## config.mk

```make
export PLATFORM = sky130hd
export DESIGN_NAME = usb_ep_txn_ctrl
export DESIGN_NICKNAME = d
export VERILOG_FILES = /design/src/rtl/usb_txn_pkg.sv /design/src/rtl/usb_txn_pid_check.sv /design/src/rtl/usb_txn_ep_status.sv /design/src/rtl/usb_txn_fsm.sv /design/src/rtl/usb_ep_txn_ctrl.sv
export SDC_FILE = /design/constraint.sdc
export NUM_CORES = 1
export LEC_CHECK = 0
export ABC_AREA = 1
export BUFFER_PORTS_ARGS = -buffer_cell sky130_fd_sc_hd__buf_4
export CAP_MARGIN = 10
export CORE_MARGIN = 2
export CORE_UTILIZATION = 45
export CTS_CLUSTER_DIAMETER = 80
export DETAILED_ROUTE_END_ITERATION = 10
export PLACE_DENSITY = 0.83
export SLEW_MARGIN = 40
export SYNTH_ARGS = -nofsm -noshare
export SYNTH_HDL_FRONTEND = slang
export SYNTH_SLANG_ARGS = --single-unit
```

## constraint.sdc

```tcl
create_clock -name clk -period 1.8 [get_ports clk]
set_input_delay 0.36 -clock clk [delete_from_list [all_inputs] [get_ports clk]]
set_output_delay 0.36 -clock clk [all_outputs]
set_load 0.05 [all_outputs]
```

## src/rtl/usb_txn_pkg.sv

```systemverilog
package usb_txn_pkg;

    localparam logic [3:0] PID_IN  = 4'b1001;
    localparam logic [3:0] PID_OUT = 4'b0001;
    localparam logic [3:0] PID_ACK = 4'b0010;
    localparam logic [3:0] PID_NAK = 4'b1010;

    typedef enum logic [1:0] {
        ST_IDLE,
        ST_IN_SEND,
        ST_IN_ACKWAIT,
        ST_OUT_RX
    } txn_state_e;

    function automatic logic [7:0] pid_to_byte(input logic [3:0] code);
        return {~code, code};
    endfunction

endpackage

```

## src/rtl/usb_txn_pid_check.sv

```systemverilog
module usb_txn_pid_check (
    input  logic       strobe,
    input  logic [7:0] pid_byte,
    output logic       ok,
    output logic [3:0] code
);
    // A PID is trusted only when its upper nibble inverts its lower one
    assign ok   = strobe && (pid_byte[7:4] == ~pid_byte[3:0]);
    assign code = pid_byte[3:0];
endmodule

```

## src/rtl/usb_txn_ep_status.sv

```systemverilog
module usb_txn_ep_status #(
    parameter int NEP = 4,
    parameter int EPW = 2
) (
    input  logic           clk,
    input  logic           rst_n,
    input  logic           in_done,
    input  logic           out_done,
    input  logic [EPW-1:0] evt_ep,
    input  logic [NEP-1:0] cpu_fill,
    input  logic [NEP-1:0] cpu_drain,
    input  logic [NEP-1:0] irq_clr,
    output logic [NEP-1:0] ep_full,
    output logic [NEP-1:0] ep_irq
);

    for (genvar i = 0; i < NEP; i++) begin : g_ep
        logic full_q;
        logic irq_q;
        logic hit;

        assign hit = (evt_ep == EPW'(i));

        always_ff @(posedge clk) begin
            if (!rst_n) begin
                full_q <= 1'b0;
                irq_q  <= 1'b0;
            end else begin
                // engine completion outranks processor strobes
                if (in_done && hit)        full_q <= 1'b0;
                else if (out_done && hit)  full_q <= 1'b1;
                else if (cpu_fill[i])      full_q <= 1'b1;
                else if (cpu_drain[i])     full_q <= 1'b0;

                if ((in_done || out_done) && hit) irq_q <= 1'b1;
                else if (irq_clr[i])              irq_q <= 1'b0;
            end
        end

        assign ep_full[i] = full_q;
        assign ep_irq[i]  = irq_q;

        // an interrupt bit only rises after a transaction completed
        a_r13_irq_has_cause: assert property (@(posedge clk) disable iff (!rst_n)
            $rose(ep_irq[i]) |-> $past(in_done || out_done));
    end

endmodule

```

## src/rtl/usb_txn_fsm.sv

```systemverilog
module usb_txn_fsm
    import usb_txn_pkg::*;
#(
    parameter int NEP         = 4,
    parameter int EPW         = 2,
    parameter int ACK_TIMEOUT = 16
) (
    input  logic           clk,
    input  logic           rst_n,
    input  logic           tok_in,
    input  logic           tok_out,
    input  logic           tok_any,
    input  logic [EPW-1:0] tok_ep,
    input  logic           tx_done,
    input  logic           dat_done,
    input  logic           dat_good,
    input  logic           hs_ack,
    input  logic           hs_other,
    input  logic [NEP-1:0] ep_full,
    input  logic [NEP-1:0] ep_iso,
    output logic           data_tx_en,
    output logic [NEP-1:0] rd_en,
    output logic [NEP-1:0] wr_en,
    output logic           in_done,
    output logic           out_done,
    output logic [EPW-1:0] evt_ep,
    output logic           hs_tx_valid,
    output logic [7:0]     hs_tx_pid
);

    localparam int CNTW = $clog2(ACK_TIMEOUT + 1);
    localparam logic [CNTW-1:0] CNT_LAST = CNTW'(ACK_TIMEOUT - 1);

    txn_state_e     state, state_n;
    logic [EPW-1:0] cur_ep, cur_ep_n;
    logic           accept, accept_n;
    logic [CNTW-1:0] cnt, cnt_n;
    logic           hs_req;
    logic [3:0]     hs_code;

    // state register
    always_ff @(posedge clk) begin
        if (!rst_n) begin
            state  <= ST_IDLE;
            cur_ep <= '0;
            accept <= 1'b0;
            cnt    <= '0;
        end else begin
            state  <= state_n;
            cur_ep <= cur_ep_n;
            accept <= accept_n;
            cnt    <= cnt_n;
        end
    end

    // transitions and completion events
    always_comb begin
        state_n  = state;
        cur_ep_n = cur_ep;
        accept_n = accept;
        cnt_n    = cnt;
        in_done  = 1'b0;
        out_done = 1'b0;
        hs_req   = 1'b0;
        hs_code  = PID_ACK;
        unique case (state)
            ST_IDLE: begin
                if (tok_in) begin
                    if (ep_full[tok_ep]) begin
                        state_n  = ST_IN_SEND;
                        cur_ep_n = tok_ep;
                    end else begin
                        hs_req  = 1'b1;
                        hs_code = PID_NAK;
                    end
                end else if (tok_out) begin
                    state_n  = ST_OUT_RX;
                    cur_ep_n = tok_ep;
                    accept_n = !ep_full[tok_ep];
                end
            end
            ST_IN_SEND: begin
                if (tx_done) begin
                    if (ep_iso[cur_ep]) begin
                        in_done = 1'b1;
                        state_n = ST_IDLE;
                    end else begin
                        state_n = ST_IN_ACKWAIT;
                        cnt_n   = '0;
                    end
                end
            end
            ST_IN_ACKWAIT: begin
                if (hs_ack) begin
                    in_done = 1'b1;
                    state_n = ST_IDLE;
                end else if (hs_other || tok_any || cnt == CNT_LAST) begin
                    state_n = ST_IDLE;
                end else begin
                    cnt_n = cnt + 1'b1;
                end
            end
            ST_OUT_RX: begin
                if (dat_done) begin
                    state_n = ST_IDLE;
                    if (dat_good) begin
                        if (accept) begin
                            out_done = 1'b1;
                            hs_req   = !ep_iso[cur_ep];
                        end else begin
                            hs_req  = !ep_iso[cur_ep];
                            hs_code = PID_NAK;
                        end
                    end
                end
            end
            default: state_n = ST_IDLE;
        endcase
    end

    assign evt_ep = cur_ep;

    // outputs
    always_ff @(posedge clk) begin
        if (!rst_n) begin
            hs_tx_valid <= 1'b0;
            hs_tx_pid   <= '0;
        end else begin
            hs_tx_valid <= hs_req;
            hs_tx_pid   <= hs_req ? pid_to_byte(hs_code) : 8'h00;
        end
    end

    assign data_tx_en = (state == ST_IN_SEND);

    for (genvar i = 0; i < NEP; i++) begin : g_strobe
        assign rd_en[i] = (state == ST_IN_SEND) && (cur_ep == EPW'(i));
        assign wr_en[i] = (state == ST_OUT_RX) && accept && (cur_ep == EPW'(i));
    end

    // data only leaves a buffer that the status logic holds full
    a_r4_send_from_full: assert property (@(posedge clk) disable iff (!rst_n)
        data_tx_en |-> ((rd_en & ep_full) != '0));

    // a write strobe never targets a full buffer
    a_r10_write_into_empty: assert property (@(posedge clk) disable iff (!rst_n)
        (wr_en != '0) |-> ((wr_en & ep_full) == '0));

    // only ACK or NAK leave as handshakes
    a_r5_hs_code_legal: assert property (@(posedge clk) disable iff (!rst_n)
        hs_tx_valid |-> (hs_tx_pid == 8'hD2 || hs_tx_pid == 8'h5A));

    // the ACK wait never outlives its window
    a_r8_wait_bounded: assert property (@(posedge clk) disable iff (!rst_n)
        (state == ST_IN_ACKWAIT) |-> (int'(cnt) < ACK_TIMEOUT));

endmodule

```

## src/rtl/usb_ep_txn_ctrl.sv

```systemverilog
module usb_ep_txn_ctrl
    import usb_txn_pkg::*;
#(
    parameter int NEP         = 4,
    parameter int ACK_TIMEOUT = 16
) (
    input  logic           clk,
    input  logic           rst_n,
    input  logic [6:0]     dev_addr,
    input  logic [NEP-1:0] ep_enable,
    input  logic [NEP-1:0] ep_iso,
    input  logic           tok_valid,
    input  logic [7:0]     tok_pid,
    input  logic [6:0]     tok_addr,
    input  logic [3:0]     tok_ep,
    input  logic           tx_done,
    input  logic           dat_done,
    input  logic           dat_good,
    input  logic           hs_valid,
    input  logic [7:0]     hs_pid,
    input  logic [NEP-1:0] cpu_fill,
    input  logic [NEP-1:0] cpu_drain,
    input  logic [NEP-1:0] irq_clr,
    output logic           data_tx_en,
    output logic [NEP-1:0] buf_rd_en,
    output logic [NEP-1:0] buf_wr_en,
    output logic           hs_tx_valid,
    output logic [7:0]     hs_tx_pid,
    output logic [NEP-1:0] ep_full,
    output logic [NEP-1:0] ep_irq
);

    localparam int EPW = (NEP > 1) ? $clog2(NEP) : 1;

    logic           tok_ok, hs_ok;
    logic [3:0]     tok_code, hs_code;
    logic [EPW-1:0] ep_idx;
    logic           target_hit;
    logic           tok_in, tok_out;
    logic           in_done, out_done;
    logic [EPW-1:0] evt_ep;

    usb_txn_pid_check u_tok_chk (
        .strobe  (tok_valid),
        .pid_byte(tok_pid),
        .ok      (tok_ok),
        .code    (tok_code)
    );

    usb_txn_pid_check u_hs_chk (
        .strobe  (hs_valid),
        .pid_byte(hs_pid),
        .ok      (hs_ok),
        .code    (hs_code)
    );

    assign ep_idx     = tok_ep[EPW-1:0];
    assign target_hit = (tok_addr == dev_addr) && (int'(tok_ep) < NEP) && ep_enable[ep_idx];
    assign tok_in     = tok_ok && target_hit && (tok_code == PID_IN);
    assign tok_out    = tok_ok && target_hit && (tok_code == PID_OUT);

    usb_txn_fsm #(
        .NEP        (NEP),
        .EPW        (EPW),
        .ACK_TIMEOUT(ACK_TIMEOUT)
    ) u_fsm (
        .clk        (clk),
        .rst_n      (rst_n),
        .tok_in     (tok_in),
        .tok_out    (tok_out),
        .tok_any    (tok_ok),
        .tok_ep     (ep_idx),
        .tx_done    (tx_done),
        .dat_done   (dat_done),
        .dat_good   (dat_good),
        .hs_ack     (hs_ok && hs_code == PID_ACK),
        .hs_other   (hs_ok && hs_code != PID_ACK),
        .ep_full    (ep_full),
        .ep_iso     (ep_iso),
        .data_tx_en (data_tx_en),
        .rd_en      (buf_rd_en),
        .wr_en      (buf_wr_en),
        .in_done    (in_done),
        .out_done   (out_done),
        .evt_ep     (evt_ep),
        .hs_tx_valid(hs_tx_valid),
        .hs_tx_pid  (hs_tx_pid)
    );

    usb_txn_ep_status #(
        .NEP(NEP),
        .EPW(EPW)
    ) u_status (
        .clk      (clk),
        .rst_n    (rst_n),
        .in_done  (in_done),
        .out_done (out_done),
        .evt_ep   (evt_ep),
        .cpu_fill (cpu_fill),
        .cpu_drain(cpu_drain),
        .irq_clr  (irq_clr),
        .ep_full  (ep_full),
        .ep_irq   (ep_irq)
    );

endmodule

```

==> results.json, run 1 <==
{
  "status": "complete, no violations",
  "wl_per_cell_um": 10.7,
  "final_area_um2": 2580,
  "crit_path_end_kind": "output port",
  "crit_slowest_cell": "dfxtp_2",
  "dieArea_um2": 4650,
  "cts_buffers": 3,
  "yosysTopAreaCell": "dfxtp_1",
  "synth_edf_count": 0,
  "yosys.area.top_type_share_pct": 23.8,
  "numPortBuffers": 83,
  "synth_most_common_cell": "nand2_1",
  "fillers": 382,
  "total_power_mw": 1.59,
  "post-cts-setup-buffers": 0,
  "start_kind": "flop",
  "clk_latency_ns": 0.26,
  "post-place-ws_ns": 0.136,
  "synth_xor_area_share_pct": 0.945,
  "fin_crit_ns": 1.78,
  "path_clk_slew_ns": 0.08,
  "cts.sinks": 22,
  "drt_pass1_iterations": 4,
  "fp.dieH_um": 68.2,
  "synth_top_family_by_area": "simple AND/OR/NAND/NOR gates",
  "cp_data_arrival_time_ns": 1.42,
  "grt.total_usage_pct": 20.6,
  "ys_seq_elements": 22,
  "cpMostUsedCell": "buf_6",
  "finalNetCount": 466,
  "yosys.area_share.simple_pct": 39.8,
  "grt_start_max_net_pins": 13,
  "rows": 23,
  "grt_setup_unrepaired": "yes",
  "max_freq_mhz": 561,
  "drc_errors": 0,
  "timing.hold.ws_ns": 0.349,
  "ys_async_sr_fraction_pct": 0,
  "placed_area_um2": 2490,
  "cts_max_path_buffers": 2,
  "synth_mux_area_share_pct": 0,
  "drtIter0Drc": 78,
  "synth.cell_area_um2": 1850,
  "path_max_fanout": 5,
  "postSynthAreaPerCell_um2": 5.77,
  "crit_chain": "inv_1 -> ha_2 -> inv_2 -> buf_6 -> nor2_4 -> buf_6",
  "htreeDepth": 1,
  "place_congestion": 0.788,
  "layout-area-overhead-vs-synth_pct": 39.5,
  "ios": 87,
  "coreArea_um2": 3970,
  "seq_area_frac_synth_pct": 23.8,
  "synthTopCellsByArea": "dfxtp_1 24%, nand2_1 15%, inv_1 13%",
  "cts_tree": "yes",
  "layout.cells.non_filler": 448,
  "critPathKind": "flop to output port",
  "wirelength_um": 4800,
  "synthTopCellsByCount": "73 x nand2_1, 64 x inv_1, 47 x nor2_1",
  "grt_pass1_vias": 1920,
  "synth_compound_area_share_pct": 11.5,
  "path_buf_inv": 4,
  "vias_per_cell": 4.81,
  "cts_root_buf": "clkbuf_8",
  "start_util_pct": 46.7,
  "min_period_over_period_pct": 99.0,
  "drive_above_1_share_pct": 29.9,
  "setup_slack_ns": 0.0176,
  "overflow": 0,
  "cp.required_ns": 1.44,
  "ys_types": 32,
  "skew_ns": 0.00440,
  "slowest_delay_ns": 0.34,
  "placed_cells": 444,
  "hold_path.class": "input port to flop",
  "synthCells": 321,
  "postCtsHoldBufs": 0,
  "antenna_found_initial": 0,
  "ir_worst_vdd_v": 0.000373,
  "hpwlAfterDp_um": 3980,
  "drv_cap": 0,
  "hold_path.startpoint": "tok_ep[0]",
  "grt_pass1_wl_um": 7540,
  "vias": 2154,
  "ant_nets": 0,
  "power_density_nw_per_um2": 615,
  "antennaDiodeCount": 0,
  "synth-main-ff-cell": "dfxtp_1",
  "setup_violations": 0,
  "die_w_um": 68.2,
  "critPathTopFamily": "buffers and inverters",
  "leakage_nw": 1.44,
  "hold_viol": 0,
  "ys_warn_count": 0,
  "critPathLaunch": "u_fsm.state[1]",
  "maxSlewViolCount": 0,
  "r2r_start": "u_fsm.cnt[0]",
  "synthAdderAreaFrac_pct": 4.05
}
==> logic make-up (layout without fill, tap and decap cells) <==
kind of cell,Yosys count,count (layout)
AND/OR/NAND/NOR,170,170
AO/OA/AOI/OAI,36,36
other,1,3
flip-flops,22,22
XOR/XNOR,2,2
adder cells (fa/ha/maj),6,6
buffers and inverters,84,159
==> state kept, by name, indices dropped and copies added (netlist names) <==
| signal | count |
|---|---|
| u_status.g_ep.irq_q | 4 |
| u_fsm.accept | 1 |
| u_fsm.hs_tx_pid | 3 |
| u_fsm.hs_tx_valid | 1 |
| u_fsm.evt_ep | 2 |
| u_fsm.state | 2 |
| u_fsm.cnt | 5 |
| u_status.g_ep.full_q | 4 |
==> per-layer routing <==
metal,vias to the layer above,global-route usage [%],wire [um]
met2,75,37.7,2420
met4,0,6.00,80
met3,10,4.11,295
met5,-,0,0
met1,941,24.0,2010
li1,1128,-,-
==> worst paths after layout <==
| path | to | depth (start not counted) | slack, ns |
|---|---|---|---|
| setup / recovery | buf_rd_en[0] | 6 | 0.02 |
| hold / removal | u_fsm.evt_ep[0] | 3 | 0.35 |
| setup reg to reg | u_fsm.cnt[1] | 10 | 0.19 |
| hold reg to reg | u_fsm.cnt[4] | 2 | 0.50 |
==> timing repair <==
action / CTS / global route
pin swaps: 0 / 0
endpoints found under the hold margin: 0 / 0
setup endpoints to repair: 4 / 11
gates resized for setup: 6 / 6
==> per-stage QoR <==
stage	utilization (%)	setup TNS, ns
floorplan	-	-0.0185
global placement	62.7	0
detailed placement	62.7	0
CTS	64.6	0
global route	65.1	-0.251
finish	65.1	0
==> final cells by class <==
cell class / count / area [um^2] / area share (%)
Inverter: 70 / 263 / 10.2
Tap cell: 50 / 62.6 / 2.42
Sequential cell: 22 / 442 / 17.1
Clock buffer: 4 / 55.1 / 2.13
Timing Repair Buffer: 85 / 664 / 25.7
Multi-Input combinational cell: 217 / 1100 / 42.5
==> layout by cell type (no fill, tap or decap), drive strengths merged <==
| cell | instances |
|---|---|
| nand2 | 80 |
| nand3 | 24 |
| o2111ai | 1 |
| xnor2 | 1 |
| o21ai | 8 |
| clkinv | 1 |
| nand4 | 6 |
| nor4 | 1 |
| inv | 69 |
| xor2 | 1 |
| nor2 | 52 |
| conb | 3 |
| o31ai | 1 |
| buf | 85 |
| nor3b | 1 |
| nand3b | 1 |
| ha | 6 |
| a21oi | 22 |
| dfxtp | 22 |
| or2 | 1 |
| or3 | 2 |
| o22ai | 1 |
| a22oi | 2 |
| clkbuf | 4 |
| nor3 | 2 |
| o21a | 1 |
==> worst reg2reg max path, stage by stage (launching register included) <==
cell     delay, ns
dfxtp_1       0.34
ha_1          0.22
nand2_1       0.08
nor2_1        0.04
ha_1          0.20
nor3_2        0.15
nand2_1       0.08
nand2_2       0.11
nand2_2       0.10
o21ai_1       0.13
nor2_1        0.06
==> power by group <==
| part | switching [mW] | internal [mW] |
|---|---|---|
| Sequential | 0.0271 | 0.522 |
| Combinational | 0.410 | 0.274 |
| Clock | 0.163 | 0.195 |
| Total | 0.600 | 0.991 |
Power figures use the tool's default switching activity.
==> run 2: changes to the inputs <==
--- a/config.mk
+++ b/config.mk
@@ -13,6 +13,7 @@
 export CTS_CLUSTER_DIAMETER = 80
 export DETAILED_ROUTE_END_ITERATION = 10
 export PLACE_DENSITY = 0.83
+export RECOVER_POWER = 100
 export SLEW_MARGIN = 40
 export SYNTH_ARGS = -nofsm -noshare
 export SYNTH_HDL_FRONTEND = slang
==> run 2 against run 1 <==
Net effect:
- highest routed layer unchanged
- power decreased by 0.70%
- wire length fell by 0.21%
- die area unchanged
- combinational power shrank 1%
- via count stayed put
- sequential power barely moved
- core utilization down 1.5 points
- clock power is essentially flat
- sequential share of layout area is 0.42 points higher
- hold slack better by 0.0046 ns
- critical path depth did not move
- maximum frequency shrank 0.27%
==> results.json, run 2 (synthesis results as in run 1) <==
{
  "cts_max_path_buffers": 2,
  "setup_violations": 0,
  "clockPowerShare_pct": 22.6,
  "hold_path.class": "input port to flop",
  "layout_commonest_cell": "nand2_1",
  "post-place-ws_ns": 0.136,
  "drc_errors": 0,
  "final_area_um2": 2520,
  "crit_chain": "inv_1 -> ha_2 -> inv_2 -> buf_6 -> nor2_4 -> buf_6",
  "setup_slack_ns": 0.0127,
  "drive_above_1_share_pct": 25.1,
  "max_freq_mhz": 560,
  "clk_latency_ns": 0.26,
  "start_kind": "flop",
  "vias": 2154,
  "switchingPower_mw": 0.597,
  "drv_cap": 0,
  "r2r_start": "u_fsm.evt_ep[0]",
  "p_sw_share_pct": 37.8,
  "hold_end": "u_fsm.evt_ep[1]",
  "crit_path_end_kind": "output port",
  "largest_reg_flops": 5,
  "layout-area-overhead-vs-synth_pct": 36.2,
  "placed_area_um2": 2490,
  "postLayoutCoreUtil_pct": 63.5,
  "die_w_um": 68.2,
  "reg2regPathDepth": 11,
  "cpMostUsedCell": "buf_6",
  "grt.total_usage_pct": 20.6,
  "power_frac_comb_pct": 42.7,
  "cp_data_arrival_time_ns": 1.43,
  "drtIter0Drc": 76,
  "ant_nets": 0,
  "cp.required_ns": 1.44,
  "cts.sinks": 22,
  "regMostFlops": "u_fsm.cnt",
  "reg2reg_slack_ns": 0.14,
  "path_clk_slew_ns": 0.08,
  "min_period_over_period_pct": 99.3,
  "maxSlewViolCount": 0,
  "cts_tree": "yes",
  "critPathKind": "flop to output port",
  "path_max_fanout": 5,
  "dieArea_um2": 4650,
  "ir_worst_vdd_v": 0.000367,
  "finalNetCount": 466,
  "cts_buffers": 3,
  "fp.dieH_um": 68.2,
  "hold_viol": 0,
  "skew_ns": 0.00267,
  "postCtsHoldBufs": 0,
  "antenna_found_initial": 0,
  "leakage_nw": 1.37,
  "pwr-share-seq_pct": 34.7,
  "place_congestion": 0.788,
  "cts_root_buf": "clkbuf_8",
  "overflow": 0,
  "layout_common_cells": "73 x nand2_1, 66 x inv_1, 63 x buf_4",
  "numPortBuffers": 83,
  "antennaDiodeCount": 0,
  "drt_pass1_iterations": 5,
  "coreArea_um2": 3970,
  "reg_top3": "u_fsm.cnt (5), u_status.g_ep.full_q (4), u_status.g_ep.irq_q (4)",
  "vias_per_cell": 4.81,
  "tightest_slew_ns": 0.605,
  "crit_slowest_cell": "dfxtp_2",
  "r2r-end": "u_fsm.cnt[1]",
  "power_density_nw_per_um2": 626,
  "fin_crit_ns": 1.79,
  "intPower_mw": 0.982,
  "grt_pass1_vias": 1920,
  "status": "complete, no violations",
  "slowest_delay_ns": 0.35,
  "grt_setup_unrepaired": "yes",
  "wirelength_um": 4790,
  "ios": 87,
  "hold_path.startpoint": "tok_ep[1]",
  "grt_pass1_wl_um": 7540,
  "start_util_pct": 46.7,
  "rows": 23,
  "post-cts-setup-buffers": 0,
  "grt_start_max_net_pins": 13,
  "relSlewSlack_pct": 59.8,
  "hold_depth": 3,
  "hpwlAfterDp_um": 3980,
  "wl_per_cell_um": 10.7,
  "htreeDepth": 1
}
run 2: cell count changes in the layout (fill, tap and decap cells not counted), sizes merged:
| cell | delta |
|---|---|
| clkbuf | +15 |
| buf | -15 |
run 2: layer usage:
metal  track usage [%]  up-vias  routed length [um]
li1                  -     1122                   -
met1              24.0      945                2000
met2              37.7       79                2420
met3              4.11        8                 309
met4              6.00        0                  67
met5                 0        -                   0
run 2: cell type report:
class | instances | area, um^2
inverter | 70 | 263
fill | 403 | 1450
sequential | 22 | 442
tap | 50 | 62.6
timing repair buffer | 85 | 608
multi-input combinational | 217 | 1090
clock buffer | 4 | 55.1
run 2: worst max-delay path by stage:
stage,from,endpoint,slack (ns),cells past startpoint
after global placement,tok_ep[3],u_fsm.hs_tx_pid[7],0.19,13
after detailed placement,hs_pid[0],u_fsm.cnt[3],0.14,8
final,u_fsm.state[1],buf_rd_en[0],0.01,6
after floorplan,u_fsm.state[1],u_fsm.state[1],-0.02,10
after CTS,u_fsm.state[1],buf_rd_en[0],0.0002,6
after global routing,u_fsm.state[0],buf_wr_en[1],-0.05,4
run 2: what timing repair did:
| item | 4_1_cts | 5_1_grt |
|---|---|---|
| setup endpoints to repair | 4 | 11 |
| endpoints found under the hold margin | 0 | 0 |
| gates resized for setup | 6 | 6 |
run 2: power groups by stage:
stage               clock, mW  combinational, mW  sequential, mW
global placement            0              0.645           0.557
CTS                     0.361              0.671           0.546
finish                  0.357              0.674           0.549
floorplan                   0              0.451           0.553
detailed placement          0              0.659           0.557
global route            0.381              0.744           0.554
run 2: critical path: cells and delay by family, from the launching register on:
| kind | cells | cell delay [ns] |
|---|---|---|
| adder cells (fa/ha/maj) | 1 | 0.24 |
| buffers and inverters | 4 | 0.46 |
| flip-flops | 1 | 0.35 |
| AND/OR/NAND/NOR | 1 | 0.11 |
run 2: through the flow:
| step | setup TNS, ns | hold slack, ns | instances | total power, mW |
|---|---|---|---|---|
| finish | 0 | 0.354 | 448 | 1.58 |
| global route | -0.335 | 0.374 | 448 | 1.68 |
| CTS | 0 | 0.351 | 448 | 1.58 |
| detailed placement | 0 | 0.481 | 444 | 1.22 |
| global placement | 0 | 0.465 | 444 | 1.20 |
| floorplan | -0.0185 | 0.432 | 323 | 1.00 |
==> run 3: changes to the inputs <==
==> constraint.sdc (replaced) <==
create_clock -name clk -period 2.2 [get_ports clk]
set_input_delay 0.44 -clock clk [delete_from_list [all_inputs] [get_ports clk]]
set_output_delay 0.44 -clock clk [all_outputs]
set_load 0.05 [all_outputs]
==> run 3 against run 2 <==
Net effect:
- sequential cell count is the same
- via count shrank 2.1%
- global-route usage shrank 0.15 points
- clock skew shrank 0.0012 ns
- final area shrank 5.6%
- combinational power shrank 28%
- hold slack gained 0.096 ns
- wire length shrank 5.1%
- sequential power shrank 19%
- non-clock buffer count shrank 2
- register-to-register slack gained 0.15 ns
- largest cell class unchanged
- highest routed layer unchanged
==> results.json, run 3 (synthesis results as in run 1) <==
{
  "status": "complete, no violations",
  "clk_latency_ns": 0.27,
  "maxSlewViolCount": 0,
  "place_congestion": 0.823,
  "leakage_nw": 1.35,
  "drc_errors": 0,
  "grt_setup_unrepaired": "no",
  "hold_depth": 3,
  "reg2regPathDepth": 9,
  "regMostFlops": "u_fsm.cnt",
  "hold_path.startpoint": "tok_ep[1]",
  "cts.sinks": 22,
  "switchingPower_mw": 0.459,
  "cp.required_ns": 1.76,
  "reg2reg_slack_ns": 0.29,
  "layout_common_cells": "77 x nand2_1, 66 x inv_1, 59 x buf_4",
  "numPortBuffers": 83,
  "r2r-end": "u_status.g_ep[3].full_q",
  "cts_root_buf": "clkbuf_8",
  "path_clk_slew_ns": 0.08,
  "max_freq_mhz": 504,
  "layout.cells.non_filler": 446,
  "cts_resized": 0,
  "fillers": 412,
  "setup_violations": 0,
  "fin_setup_tns_ns": 0,
  "drive_above_1_share_pct": 20.2,
  "final_area_um2": 2380,
  "cts_buffers": 3,
  "ir_worst_vdd_v": 0.000438,
  "start_util_pct": 46.7,
  "pwr-share-seq_pct": 36.3,
  "multiInputGateArea_um2": 1020,
  "dieArea_um2": 4650,
  "htreeDepth": 1,
  "hpwlAfterDp_um": 3890,
  "placed_cells": 442,
  "fp.dieH_um": 68.2,
  "post-cts-setup-buffers": 0,
  "cp_data_arrival_time_ns": 1.54,
  "clockPowerShare_pct": 24.1,
  "hold_end": "u_fsm.evt_ep[1]",
  "ant_nets": 0,
  "hold_viol": 0,
  "setup_slack_ns": 0.217,
  "fin_crit_ns": 1.98,
  "drtIter0Drc": 94,
  "r2r_start": "u_fsm.evt_ep[1]",
  "vias": 2109,
  "reg_top3": "u_fsm.cnt (5), u_status.g_ep.full_q (4), u_status.g_ep.irq_q (4)",
  "placed_area_um2": 2440,
  "power_density_nw_per_um2": 516,
  "start_kind": "flop",
  "ios": 87,
  "finalNetCount": 464,
  "grt_start_max_net_pins": 13,
  "min_period_over_period_pct": 90.1,
  "largest_reg_flops": 5,
  "drv_cap": 0,
  "layout_commonest_cell": "nand2_1",
  "tightest_slew_ns": 0.625,
  "coreArea_um2": 3970,
  "cts_max_path_buffers": 2,
  "overflow": 0,
  "grt_pass1_vias": 1854,
  "crit_path_end_kind": "output port",
  "cts_tree": "yes",
  "postLayoutCoreUtil_pct": 60.0,
  "antenna_found_initial": 0,
  "ff_latch_area_um2": 440,
  "postCtsHoldBufs": 0,
  "skew_ns": 0.00146,
  "die_w_um": 68.2,
  "wl_per_cell_um": 10.2,
  "critPathLaunch": "u_fsm.state[1]",
  "path_max_fanout": 7,
  "power_frac_comb_pct": 39.5,
  "vias_per_cell": 4.73,
  "relSlewSlack_pct": 58.5,
  "layout-area-overhead-vs-synth_pct": 28.6,
  "post-place-ws_ns": 0.443,
  "antennaDiodeCount": 0,
  "timing.hold.ws_ns": 0.449,
  "wirelength_um": 4550,
  "intPower_mw": 0.770,
  "hold_path.class": "input port to flop",
  "grt_pass1_wl_um": 7460,
  "grt.total_usage_pct": 20.5,
  "rows": 23,
  "total_power_mw": 1.23,
  "drt_pass1_iterations": 4,
  "p_sw_share_pct": 37.3,
  "critPathKind": "flop to output port"
}
-- run 3: worst max-delay path, stage by stage (launching register included) --
cell and delay [ns]:
dfxtp_1 0.34, inv_1 0.08, ha_1 0.22, inv_1 0.14
nor2_1 0.18, clkbuf_2 0.31
-- run 3: power groups by stage --
| stage | Clock [mW] | Combinational, mW | Sequential (mW) |
|---|---|---|---|
| 2_1_floorplan | 0 | 0.356 | 0.453 |
| 3_3_place_gp | 0 | 0.504 | 0.456 |
| 3_5_place_dp | 0 | 0.513 | 0.456 |
| 4_1_cts | 0.299 | 0.515 | 0.447 |
| 5_1_grt | 0.310 | 0.550 | 0.451 |
| 6_report | 0.296 | 0.486 | 0.447 |
-- run 3: final cells by class --
class                      instances  share of cell area, %
clock buffer                       4                   2.31
timing repair buffer              83                   22.8
tap                               50                   2.63
multi-input combinational        217                   42.8
sequential                        22                   18.5
inverter                          70                   11.0
-- run 3: layer usage --
layer,vias to the layer above,global-route usage [%],wire length [um]
met1,920,23.4,1890
met3,6,4.11,275
li1,1123,-,-
met5,-,0,0
met2,60,39.1,2350
met4,0,3.75,30
-- run 3: worst max-delay path by stage --
stage	end	slack [ns]	cells after the start
after CTS	buf_rd_en[1]	0.25	5
after global placement	u_fsm.hs_tx_pid[7]	0.49	13
after detailed placement	u_fsm.hs_tx_pid[7]	0.44	13
after floorplan	buf_rd_en[0]	-0.11	4
after global routing	u_status.g_ep[3].full_q	0.09	9
final	buf_rd_en[1]	0.22	5
